$ cat config.mk
export PLATFORM = sky130hd
export DESIGN_NAME = lane_decode
export DESIGN_NICKNAME = d
export VERILOG_FILES = /design/src/rtl/sram_lane_pkg.sv /design/src/rtl/lane_decode.sv
export SDC_FILE = /design/constraint.sdc
export NUM_CORES = 1
export LEC_CHECK = 0
export BUFFER_PORTS_ARGS = -buffer_cell sky130_fd_sc_hd__buf_2
export CAP_MARGIN = 20
export CORE_AREA = 8 8 45 47
export DETAILED_ROUTE_END_ITERATION = 10
export DIE_AREA = 0 0 53 55
export PLACE_DENSITY_LB_ADDON = 0.15
export SYNTH_ARGS = -nofsm -noshare
export SYNTH_HDL_FRONTEND = slang
export SYNTH_SLANG_ARGS = --single-unit
$ cat constraint.sdc
create_clock -name vclk -period 1.5
set_clock_uncertainty 0.2 [all_clocks]
set_input_delay 0.3 -clock vclk [all_inputs]
set_output_delay 0.3 -clock vclk [all_outputs]
set_load 0.05 [all_outputs]
$ cat src/rtl/sram_lane_pkg.sv
`timescale 1ns/1ps
package sram_lane_pkg;
    typedef enum logic [1:0] {
        OP_IDLE  = 2'd0,
        OP_OFF   = 2'd1,
        OP_READ  = 2'd2,
        OP_WRITE = 2'd3
    } op_e;

    typedef struct packed {
        logic [15:0] dout;
        logic [15:0] doe;
        logic        clash;
    } pin_out_t;
endpackage

$ cat src/rtl/lane_decode.sv
`timescale 1ns/1ps
module lane_decode
    import sram_lane_pkg::*;
#(
    parameter int PIN_AW = 22,
    parameter int IDX_W  = 4
) (
    input  logic              en_a_n,
    input  logic              en_b,
    input  logic              wr_n,
    input  logic              rd_n,
    input  logic              lo_n,
    input  logic              hi_n,
    input  logic              wide,
    input  logic [PIN_AW-1:0] addr,
    input  logic [15:0]       din,
    output op_e               op,
    output logic [IDX_W-1:0]  idx,
    output logic [1:0]        lanes,
    output logic              half,
    output logic [15:0]       wdata
);
    logic sel;
    logic unused_upper_addr;

    assign unused_upper_addr = ^addr[PIN_AW-1:IDX_W];

    always_comb begin
        sel  = !en_a_n && en_b;
        half = din[15];
        idx  = addr[IDX_W-1:0];
        if (wide) begin
            lanes = {!hi_n, !lo_n};
            wdata = din;
        end else begin
            lanes = half ? 2'b10 : 2'b01;
            wdata = {din[7:0], din[7:0]};
        end
        if (!sel || (wide && lo_n && hi_n)) begin
            op = OP_IDLE;
        end else if (!wr_n) begin
            op = OP_WRITE;
        end else if (rd_n) begin
            op = OP_OFF;
        end else begin
            op = OP_READ;
        end
    end
endmodule

==> run_results.csv <==
group,metric,value,unit
outcome,status,"finished, final reports clean",
timing,finalSetupTns,0,ns
routing,wire_per_inst,13.0,µm
floorplan,boundaryPins,70,
floorplan,dieArea,2920,µm²
power_and_ir_drop,peakVddDrop,0.202,mV
timing,setup_viol,0,
place,place_ws,-0.198,ns
critical_path,max_stage_delay,0.30,ns
timing,final_max_slew_viol_count,0,
final_layout,clock_buffers,0,
final_layout,final_cell_count_no_fill,78,
routing,drtAntennaViolNets,0,
timing,finalWorstSetupSlack,0.0444,ns
floorplan,fp.dieW,53,µm
synthesis,synth_fp_nets,75,
place,hpwl,947,µm
routing,dr_total_vias,332,
floorplan,die_height,55,µm
synthesis,synth_warnings,0,
timing,rsz0062_at_grt,"no",
final_layout,antennaDiodeCount,0,
place,port_buffers,44,
timing,period_needed,1.46,ns
timing,fmax,0.687,GHz
final_layout,layout.nets,109,
synthesis,syn-cell-area,295,µm²
grt,grt.total_usage,6.06,%
grt,grt_start_max_net_pins,12,
routing,drt_wl_total,1020,µm
synthesis,ys_types,10,
place,dp_cells,78,
grt,antenna_found_initial,0,
floorplan,floorplan.initialDensity,21.3,%
timing,finalCritPeriodShare,97.0,%
critical_path,cp_num_buf_inv,2,
synthesis,syn_inst,30,
critical_path,start_kind,"primary input",
timing,tightest_slew,0.256,ns
place,gp_congestion,0.684,
critical_path,crit_family,"buffers and inverters",
critical_path,worstPathCellList,"buf_8 -> mux2_4 -> buf_2",
final_layout,area_growth,71.6,%
critical_path,cp-end-kind,"output pin",
critical_path,critPathKind,"primary input to output pin",
floorplan,num_rows,14,
routing,drtIter0Drc,1,
job,cap_violations,0,
routing,drc,0,
timing,slew-limit-headroom,83.0,%
min_path,hold_path_class,"primary input to output pin",
synthesis,syn_avg_cell_area,9.84,µm²
power_and_ir_drop,power.density,547,nW/µm²
clock_tree,post_cts_buffers,0,
routing,firstDrtPassIters,2,
final_layout,regArea,0,µm²
final_layout,drive_gt1_share,96.8,%
power_and_ir_drop,p_leak,0.294,nW
critical_path,critPathMaxFanout,11,
critical_path,crit_required,1.00,ns
grt,grt_pass1_wl,1440,µm
grt,grt_pass1_vias,305,
timing,finalHoldViolCount,0,
final_layout,nFlopsAndLatches,0,
critical_path,critPathSlowestCell,"mux2_4",
critical_path,cp.arrival,0.96,ns
synthesis,seq_area_frac_synth,0,%
routing,viasPerCell,4.26,
grt,grt-ovfl-total,0,
floorplan,core-area,1380,µm²
## power breakdown
part / leakage [nW] / switching (W) / internal (W)
Combinational: 0.294 / 0.000179 / 0.0000978
Sequential: 0 / 0 / 0
Clock: 0 / 0 / 0
## per-stage QoR
step / util, % / total power [W] / hold slack, ns / area, µm²
floorplan: - / 0.000241 / 0.504 / 328
finish: 36.6 / 0.000277 / 0.401 / 507
detailed placement: 34.3 / 0.000267 / 0.401 / 474
global placement: 34.3 / 0.000267 / 0.401 / 474
global route: 36.6 / 0.000289 / 0.401 / 507
CTS: 35.6 / 0.000273 / 0.401 / 493
## logic make-up (layout without fill, tap and decap cells)
kind of cell | Yosys count | in the layout | synth area share, %
buf+inv | 15 | 47 | 38.1
simple gates | 4 | 4 | 10.2
mux | 10 | 10 | 47.5
compound gates | 1 | 1 | 4.24
## worst paths after layout
kind	start	end	slack (ns)	depth (start not counted)
max	wide	wdata[8]	0.04	3
min	addr[0]	idx[0]	0.40	0
## metal layers
layer	part of all wire, %	wire, µm	GRT usage (%)	vias up
met1	33	333	6.51	138
met2	39	395	9.57	39
met5	0	0	0	-
met3	28	288	5.08	0
li1	-	-	-	155
met4	0	0	0	0
## cell usage after synthesis
cell	number	share of area (%)
and3_2	1	2.5
buf_6	1	3.8
a211oi_2	1	4.2
nor3_2	1	3.4
mux2i_1	2	6.8
mux2_4	8	41
inv_1	1	1.3
nor2b_1	1	2.1
buf_4	13	33
nand2b_1	1	2.1
## timing repair
action,4_1_cts,5_1_grt
setup endpoints to repair,12,6
pin swaps,1,1
resized for setup,6,8
hold buffers,0,0
hold endpoints to repair,0,0
## final cells by class
cell class | instances | area [µm²]
Fill cell | 137 | 877
Inverter | 1 | 3.75
Multi-Input combinational cell | 15 | 215
Tap cell | 16 | 20.0
Timing Repair Buffer | 46 | 268
## placed cells by master, fill, tap and decap left out, drive strengths merged
cell type and instances:
buf 45, mux2i 2, clkbuf 1, nand2b 1, inv 1, mux2 8, nor2b 1, a211oi 1
nor3 1, and3 1
Power figures use the tool's default switching activity.
